==> config.mk <==
export PLATFORM = sky130hd
export DESIGN_NAME = gated_oneshot
export DESIGN_NICKNAME = d
export VERILOG_FILES = /design/src/rtl/gos_pkg.sv /design/src/rtl/gos_sampler.sv /design/src/rtl/gos_timer.sv /design/src/rtl/gated_oneshot.sv
export SDC_FILE = /design/constraint.sdc
export NUM_CORES = 1
export LEC_CHECK = 0
export ABC_AREA = 0
export BUFFER_PORTS_ARGS = -buffer_cell sky130_fd_sc_hd__buf_2
export CORE_ASPECT_RATIO = 0.5
export CORE_UTILIZATION = 31
export CTS_BUF_LIST = sky130_fd_sc_hd__clkbuf_16
export CTS_CLUSTER_SIZE = 25
export DETAILED_ROUTE_END_ITERATION = 10
export GPL_TIMING_DRIVEN = 0
export SLEW_MARGIN = 15
export SYNTH_ARGS = -nofsm -noshare
export SYNTH_HDL_FRONTEND = slang
export SYNTH_SLANG_ARGS = --single-unit
==> constraint.sdc <==
create_clock -name clk -period 2.8 [get_ports clk]
set_input_delay 0.42 -clock clk [delete_from_list [all_inputs] [get_ports clk]]
set_output_delay 0.42 -clock clk [all_outputs]
set_load 0.005 [all_outputs]
==> src/rtl/gos_pkg.sv <==
package gos_pkg;

    typedef struct packed {
        logic lo_n;
        logic hi;
        logic clr_n;
    } gate_s;

    typedef enum logic [1:0] {
        SRC_NONE,
        SRC_HI_RISE,
        SRC_LO_FALL,
        SRC_CLR_RISE
    } trig_src_e;

    localparam gate_s GATE_IDLE = '{lo_n: 1'b1, hi: 1'b0, clr_n: 1'b1};

    function automatic logic gates_enable(input gate_s g);
        return (~g.lo_n) & g.hi;
    endfunction

    function automatic trig_src_e find_source(input gate_s cur, input gate_s prv);
        trig_src_e src;
        src = SRC_NONE;
        if (cur.clr_n && !prv.clr_n && gates_enable(cur))
            src = SRC_CLR_RISE;
        else if (!cur.lo_n && prv.lo_n && cur.hi)
            src = SRC_LO_FALL;
        else if (cur.hi && !prv.hi && !cur.lo_n)
            src = SRC_HI_RISE;
        return src;
    endfunction

endpackage

==> src/rtl/gos_sampler.sv <==
module gos_sampler
    import gos_pkg::*;
#(
    parameter int LEN_W = 16
) (
    input  logic             clk,
    input  logic             rst,
    input  gate_s            raw,
    input  logic [LEN_W-1:0] len_in,
    output trig_src_e        src,
    output logic             trig,
    output logic             clear_act,
    output logic [LEN_W-1:0] len_q
);

    gate_s cur_q;
    gate_s prv_q;
    logic  primed_q;
    logic  hist_ok_q;

    always_ff @(posedge clk) begin
        if (rst) begin
            cur_q     <= GATE_IDLE;
            prv_q     <= GATE_IDLE;
            len_q     <= '0;
            primed_q  <= 1'b0;
            hist_ok_q <= 1'b0;
        end else begin
            cur_q     <= raw;
            prv_q     <= cur_q;
            len_q     <= len_in;
            primed_q  <= 1'b1;
            hist_ok_q <= primed_q;
        end
    end

    always_comb begin
        src       = hist_ok_q ? find_source(cur_q, prv_q) : SRC_NONE;
        trig      = (src != SRC_NONE);
        clear_act = ~cur_q.clr_n;
    end

    // A trigger always needs a change between the two stored samples
    assert_edge_only_R11: assert property (@(posedge clk) disable iff (rst)
        trig |-> (cur_q != prv_q));

endmodule

==> src/rtl/gos_timer.sv <==
module gos_timer #(
    parameter int LEN_W = 16
) (
    input  logic             clk,
    input  logic             rst,
    input  logic             trig,
    input  logic             clear_act,
    input  logic [LEN_W-1:0] len,
    output logic             q,
    output logic             q_n
);

    localparam logic [LEN_W-1:0] CNT_ONE = LEN_W'(1);

    logic [LEN_W-1:0] cnt_q, cnt_d;
    logic             q_q, q_d, qn_q;
    logic             accept;

    always_comb begin
        accept = trig && (len != '0);
        cnt_d  = cnt_q;
        q_d    = q_q;
        if (clear_act) begin
            q_d   = 1'b0;
            cnt_d = '0;
        end else if (accept) begin
            q_d   = 1'b1;
            cnt_d = len;
        end else if (q_q) begin
            if (cnt_q <= CNT_ONE) begin
                q_d   = 1'b0;
                cnt_d = '0;
            end else begin
                cnt_d = cnt_q - CNT_ONE;
            end
        end
    end

    always_ff @(posedge clk) begin
        if (rst) begin
            q_q   <= 1'b0;
            qn_q  <= 1'b1;
            cnt_q <= '0;
        end else begin
            q_q   <= q_d;
            qn_q  <= ~q_d;
            cnt_q <= cnt_d;
        end
    end

    assign q   = q_q;
    assign q_n = qn_q;

    assert_reset_idle_R1: assert property (@(posedge clk)
        rst |=> (!q_q && qn_q));

    assert_clear_forces_low_R7: assert property (@(posedge clk) disable iff (rst)
        clear_act |=> !q_q);

    assert_load_on_trigger_R5: assert property (@(posedge clk) disable iff (rst)
        (!clear_act && trig && len != '0) |=> (q_q && cnt_q == $past(len)));

    assert_count_down_R5: assert property (@(posedge clk) disable iff (rst)
        (!clear_act && !trig && q_q && cnt_q > CNT_ONE)
            |=> (q_q && cnt_q == $past(cnt_q) - CNT_ONE));

    // Q may only rise through an accepted trigger; a zero length is not one
    assert_idle_holds_R9: assert property (@(posedge clk) disable iff (rst)
        (!q_q && !(trig && len != '0)) |=> !q_q);

endmodule

==> src/rtl/gated_oneshot.sv <==
module gated_oneshot
    import gos_pkg::*;
#(
    parameter int LEN_W = 16
) (
    input  logic             clk,
    input  logic             rst,
    input  logic             gate_lo_n,
    input  logic             gate_hi,
    input  logic             clr_n,
    input  logic [LEN_W-1:0] pulse_len,
    output logic             q,
    output logic             q_n
);

    gate_s            raw;
    trig_src_e        src;
    logic             trig;
    logic             clear_act;
    logic [LEN_W-1:0] len_s;

    always_comb begin
        raw.lo_n  = gate_lo_n;
        raw.hi    = gate_hi;
        raw.clr_n = clr_n;
    end

    gos_sampler #(.LEN_W(LEN_W)) u_sampler (
        .clk       (clk),
        .rst       (rst),
        .raw       (raw),
        .len_in    (pulse_len),
        .src       (src),
        .trig      (trig),
        .clear_act (clear_act),
        .len_q     (len_s)
    );

    gos_timer #(.LEN_W(LEN_W)) u_timer (
        .clk       (clk),
        .rst       (rst),
        .trig      (trig),
        .clear_act (clear_act),
        .len       (len_s),
        .q         (q),
        .q_n       (q_n)
    );

    // Outputs stay complementary on every cycle
    assert_complement_R10: assert property (@(posedge clk) disable iff (rst)
        q_n == !q);

endmodule

==> out/results.tsv, run 1 <==
metric	value	unit
violations	design-rule violations	
synthDistinctLibCells	34	
p_leak	0.8587	nW
grt_pass1_vias	1411	
fin_crit_sh	72.84	%
post_cts_buffers	0	
grt_most_used_layer	met2	
holdPathStages	2	
hp-class	in2reg	
clock-sinks	42	
synth.net_count	207	
die_x	109.7	µm
setup_viol	0	
final_area	2166	µm²
dpl-instance-area	1999	µm²
syn-cell-area	1798	µm²
cts_hold_buf	0	
yosys_warnings	0	
slew_headroom	46.55	%
critPathRequiredTime	2.95	ns
wl_per_cell	13.15	µm
via_count	1423	
cp_max_fo	10	
ctsResizeCount	0	
drv_slew	0	
routed_wl	3773	µm
antenna_cells	0	
finalCriticalPeriod	2.040	ns
cp.arrival	2.19	ns
critPathBufInv	1	
antenna_found_initial	0	
cts_buffers	5	
crit_path_start_kind	flip-flop	
power.density	626.4	nW/µm²
synth_top_area_share	46.76	%
timing.hold.ws	0.3153	ns
via_per_inst	4.958	
dp_cells	279	
tritoncts	done	
status	finished with violations	
pre_cts_ws	0.7715	ns
worst_slack	0.7604	ns
place_congestion	0.7979	
reg2reg_depth	6	
final_common_cell	dfxtp_1	
min_from	gate_lo_n	
async_flop_share	0	%
synth_edf_count	0	
drive_above_1_share	22.90	%
grt_max_degree	14	
multiInputGateArea	884.6	µm²
synth_area_leaders	dfxtp_1 47%, a221oi_2 6.7%, nor2b_1 6.6%, nor3_1 4.5%, nor2_1 4.4%	
grt_overflow	0	
rows	19	
postLayoutCoreUtil	39.10	%
path_delay_family	simple AND/OR/NAND/NOR gates	
ctsRootBufferMaster	clkbuf_16	
ys_seq_area_share	46.76	%
critical_path_class	reg2reg	
seqCellArea	840.8	µm²
fin_tns_setup	0	ns
area_delta_synth_final	20.46	%
postSynthAreaPerCell	9.772	µm²
io_pins	23	
p_total	1.357	mW
r2r_slack	0.76	ns
drv_cap	0	
nFillCells	552	
rsz0062_at_grt	false	
syn-instance-count	184	
grt.met3_usage	3.630	%
coreArea	5539	µm²
drt-initial-drc-count	53	
crit_chain	nor4_4 > nand4_2 > o31a_1 > buf_6 > a221oi_2 > nor3_1	
die_area	6127	µm²
final_cell_mix	42 x dfxtp_1, 23 x buf_2, 21 x nor2_1	
gr-usage-met1	19.08	%
r2r_start	u_timer.cnt_q[8]	
grt_pass1_wl	6575	µm
synth_largest_area_cell	dfxtp_1	
worst_setup_path_end_kind	flip-flop	
start_util	32.46	%
die_y	55.85	µm
ys_ff_latch	42	
postRouteAntennaNets	0	
clkSlewWorstSetupHoldPaths	0.06	ns
cp_slowest_cell	nor4_4	
worst-slew-pin-transition	0.7945	ns
worstHoldEndpoint	u_sampler.cur_q[2]	
layout.nets	236	
ir_drop	274.5	µV
grt_usage	14.17	%
finalHoldViolCount	0	
clk_latency	0.28	ns
skew	0.001920	ns
cts_max_level	2	
port_buffers	22	
ys.flop_type	dfxtp_1	
grtUsageMet2	21.74	%
cpPeakStageDelay	0.46	ns
fin_cells	287	
hpwl	2828	µm
drtPass1Iterations	7	
regToRegEndpoint	u_timer.cnt_q[5]	
max_freq	490.3	MHz
route.detailed.drc	2	
clockBufferDepth	2	
sequential cells by signal (all words and copies together), names as in the netlist:
signal	flops
u_sampler.len_q	16
u_timer.cnt_q	16
u_sampler.cur_q	3
u_sampler.prv_q	3
u_sampler.hist_ok_q	1
u_sampler.primed_q	1
u_timer.q	1
u_timer.q_n	1
worst max-delay path by stage:
stage / to / start / slack [ns] / cells after the start
floorplan: u_timer.cnt_q[14] / u_timer.cnt_q[8] / 1.04 / 6
global placement: u_timer.cnt_q[7] / u_timer.cnt_q[8] / 0.84 / 6
detailed placement: u_timer.cnt_q[5] / u_timer.cnt_q[8] / 0.77 / 6
CTS: u_timer.cnt_q[5] / u_timer.cnt_q[8] / 0.76 / 6
global route: u_timer.cnt_q[12] / u_timer.cnt_q[0] / 0.52 / 7
finish: u_timer.cnt_q[5] / u_timer.cnt_q[8] / 0.76 / 6
area by class of cell:
type                            instances  area share, %
Timing Repair Buffer                   22          5.084
Sequential cell                        42          38.82
Multi-Input combinational cell        127          40.84
Clock buffer                            5          5.777
Tap cell                               73          4.217
Inverter                                6          1.040
Buffer                                  9          2.311
Clock inverter                          3          1.906
Yosys cell counts (2+ instances only):
| cell | count |
|---|---|
| a211oi_1 | 2 |
| a221oi_1 | 6 |
| a221oi_2 | 8 |
| buf_6 | 2 |
| clkbuf_1 | 6 |
| dfxtp_1 | 42 |
| ha_1 | 2 |
| inv_1 | 6 |
| mux2i_1 | 2 |
| nand2_1 | 7 |
| nand3_1 | 2 |
| nand4_1 | 3 |
| nand4b_1 | 3 |
| nor2_1 | 21 |
| nor2b_1 | 19 |
| nor3_1 | 16 |
| nor4_1 | 8 |
| or2_2 | 4 |
| xnor2_1 | 8 |
| xor2_1 | 3 |
report_power, final:
| group | internal [mW] | total, mW | switching, mW |
|---|---|---|---|
| Combinational | 0.0418 | 0.0830 | 0.0412 |
| Clock | 0.417 | 0.644 | 0.227 |
| Sequential | 0.618 | 0.630 | 0.0120 |
| Total | 1.08 | 1.36 | 0.280 |
logic make-up (layout without fill, tap and decap cells):
kind of cell	after synthesis	after routing	synth area share, %
and+or+nand+nor	92	92	29.23
buffers and inverters	15	45	4.036
DFF	42	42	46.76
adders and majority gates	2	2	1.392
muxes	2	2	1.113
xor gates and xnor gates	11	11	5.359
AOI/OAI and AO/OA	20	20	12.11
per-layer routing:
layer  routed length, µm  vias to the layer above
met5                   0                        -
met4                  30                        0
met3                 142                        3
met2                1712                       34
met1                1887                      671
li1                    -                      715
Power figures use the tool's default switching activity.
==> run 2: changes to the inputs <==
- ABC_AREA: 0 -> 1
- clock period: 2.8 -> 2.12 ns (I/O delays scaled with it)
==> out/results.tsv, run 2 <==
metric	value	unit	change
ys_top_cells_by_count	82 x nor2_1, 55 x nand2_1, 42 x dfxtp_1, 42 x nand3_1, 39 x inv_1		was 42 x dfxtp_1, 21 x nor2_1, 19 x nor2b_1, 16 x nor3_1
dpl-instance-area	2287	µm²	was 1999 µm²
pwr-share-clk	48.9	%	was 47.4%
die_area	7018	µm²	was 6127 µm²
gr-usage-met1	18.05	%	was 19.08%
reg2reg_depth	10		was 6
drtPass1Iterations	4		was 7
die_y	59.74	µm	was 55.85 µm
grtUsageMet2	21.89	%	was 21.74%
via_per_inst	4.266		was 4.958
worst_setup_path_end_kind	flip-flop		unchanged
fin_cells	425		was 287
crit_path_start_kind	flip-flop		unchanged
dp_cells	417		was 279
max_freq	582.5	MHz	was 490.3 MHz
tritoncts	done		unchanged
fin_crit_sh	80.98	%	was 72.84%
clockBufferDepth	2		unchanged
drv_cap	0		unchanged
grt_max_degree	15		was 14
rsz0062_at_grt	false		unchanged
fin_tns_setup	0	ns	unchanged
route.detailed.drc	0		was 2
postSynthAreaPerCell	6.733	µm²	was 9.772 µm²
antenna_found_initial	0		unchanged
syn-cell-area	2067	µm²	was 1798 µm²
holdPathStages	2		unchanged
drive_above_1_share	17.51	%	was 22.90%
final_cell_mix	82 x nor2_1, 55 x nand2_1, 42 x nand3_1, 42 x dfxtp_1, 39 x inv_1		was 42 x dfxtp_1, 23 x buf_2, 21 x nor2_1
via_count	1813		was 1423
die_x	117.5	µm	was 109.7 µm
p_switching	0.3901	mW	was 0.2799 mW
ir_drop	412.7	µV	was 274.5 µV
synth_area_leaders	dfxtp_1 41%, nor2_1 15%, nand3_1 10%, nand2_1 10%, inv_1 7.1%		was dfxtp_1 47%, a221oi_2 6.7%, nor2b_1 6.6%, nor3_1 4.5%, nor2_1 4.4%
p_leak	1.310	nW	was 0.8587 nW
cp.arrival	1.94	ns	was 2.19 ns
drv_slew	0		unchanged
ys_seq_area_share	40.68	%	was 46.76%
antenna_cells	0		unchanged
p_comb_share	5.2	%	was 6.1%
pwr-share-seq	45.9	%	was 46.4%
grt_pass1_vias	1614		was 1411
finalCriticalPeriod	1.717	ns	was 2.040 ns
syn-instance-count	307		was 184
rows	20		was 19
clock-sinks	42		unchanged
switching_share	21.67	%	was 20.63%
wl_per_cell	10.34	µm	was 13.15 µm
grt.met3_usage	2.863	%	was 3.630%
synth.net_count	330		was 207
nFillCells	681		was 552
synthDistinctLibCells	24		was 34
postRouteAntennaNets	0		unchanged
io_pins	23		unchanged
ctsRootBufferMaster	clkbuf_16		unchanged
status	finished, final reports clean		was finished with violations
p_int	1.410	mW	was 1.077 mW
coreArea	6256	µm²	was 5539 µm²
final_area	2456	µm²	was 2166 µm²
worst-slew-pin-transition	0.4723	ns	was 0.7945 ns
critPathRequiredTime	2.34	ns	was 2.95 ns
place_congestion	0.7953		was 0.7979
ys.flop_type	dfxtp_1		unchanged
drt-initial-drc-count	118		was 53
cts_buffers	5		unchanged
skew	0.004462	ns	was 0.001920 ns
setup_viol	0		unchanged
synth_edf_count	0		unchanged
power.density	732.9	nW/µm²	was 626.4 nW/µm²
finalHoldViolCount	0		unchanged
grt_usage	13.31	%	was 14.17%
yosys_warnings	0		unchanged
ys_ff_latch	42		unchanged
clk_latency	0.28	ns	about the same
routed_wl	4396	µm	was 3773 µm
area_delta_synth_final	18.83	%	was 20.46%
yosysMostFrequentCell	nor2_1		was dfxtp_1
cts_max_level	2		unchanged
synth_top_area_share	40.68	%	was 46.76%
grt_pass1_wl	7265	µm	was 6575 µm
hpwl	3294	µm	was 2828 µm
grt_overflow	0		unchanged
largestRegisters	u_sampler.len_q (16), u_timer.cnt_q (16)		unchanged
slew_headroom	68.51	%	was 46.55%
critical_path_class	reg2reg		unchanged
post_cts_buffers	0		unchanged
grt_most_used_layer	met2		unchanged
final_common_cell	nor2_1		was dfxtp_1
layout.nets	359		was 236
clkSlewWorstSetupHoldPaths	0.06	ns	about the same
start_util	33.04	%	was 32.46%
async_flop_share	0	%	unchanged
ctsResizeCount	0		unchanged
hp-class	in2reg		unchanged
p_total	1.800	mW	was 1.357 mW
cts_hold_buf	0		unchanged
cp_max_fo	10		unchanged
port_buffers	22		unchanged
synth_largest_area_cell	dfxtp_1		unchanged
## run 2: changes by cell type after synthesis, sizes merged, moves of 15 or more
cell / before / now
nor2: 22 / 101
nand2: 7 / 57
nand3: 2 / 43
inv: 6 / 40
nor2b: 19 / 0
nor3: 16 / 1
## run 2: power groups by stage
stage | logic, mW | clock network [mW] | registers, mW
2_1_floorplan | 0.0632 | 0 | 0.840
3_3_place_gp | 0.0937 | 0 | 0.843
3_5_place_dp | 0.0956 | 0 | 0.844
4_1_cts | 0.0960 | 0.892 | 0.826
5_1_grt | 0.110 | 0.933 | 0.828
6_report | 0.0943 | 0.880 | 0.826
## run 2: stage by stage
stage,worst slack [ns],utilization [%],hold slack (ns)
2_1_floorplan,0.6475,-,0.3883
3_3_place_gp,0.4556,36.56,0.4075
3_5_place_dp,0.4219,36.56,0.4111
4_1_cts,0.4095,39.26,0.2155
5_1_grt,0.2467,39.26,0.2089
6_report,0.4031,39.26,0.2204
## run 2: layout make-up
class | count | area, µm² | area share [%]
flip-flops and latches | 42 | 840.8 | 34.23
repair buffers | 22 | 110.1 | 4.483
clock inverters | 3 | 43.79 | 1.783
multi-input cells | 216 | 1027 | 41.82
plain buffers | 8 | 45.04 | 1.834
clock buffers | 5 | 125.1 | 5.094
inverters | 41 | 153.9 | 6.266
well taps | 88 | 110.1 | 4.483
## run 2: kinds of logic (layout without fill, tap and decap cells)
logic type / count (synthesis) / after routing / synth area share, %
flops: 42 / 42 / 40.68
buf+inv: 49 / 79 / 9.624
compound gates: 3 / 3 / 1.271
fa+ha+maj: 2 / 2 / 1.210
simple gates: 204 / 204 / 44.25
xor+xnor: 7 / 7 / 2.966
## run 2: routing by layer
metal	vias to the layer above	routed length (µm)	share of wire [%]
met5	-	0	0
met4	0	31	0.71
met3	4	151	3.4
met2	37	1820	41
met1	784	2393	54
li1	988	-	-
## run 2: worst max-delay path, stage by stage (launching register included)
cell and delay [ns]:
dfxtp_1 0.42, inv_1 0.08, ha_1 0.24, o21ai_0 0.19, nor2_1 0.07, nand2_1 0.13
nand3_4 0.14, buf_6 0.19, nor2_2 0.09, nor2_1 0.04, nor2_1 0.07
## run 2: final timing paths
kind	end	start	slack [ns]
max reg2reg	u_timer.cnt_q[5]	u_timer.cnt_q[0]	0.40
min	u_sampler.cur_q[0]	clr_n	0.22
min reg2reg	u_sampler.hist_ok_q	u_sampler.primed_q	0.41
max	u_timer.cnt_q[5]	u_timer.cnt_q[0]	0.40
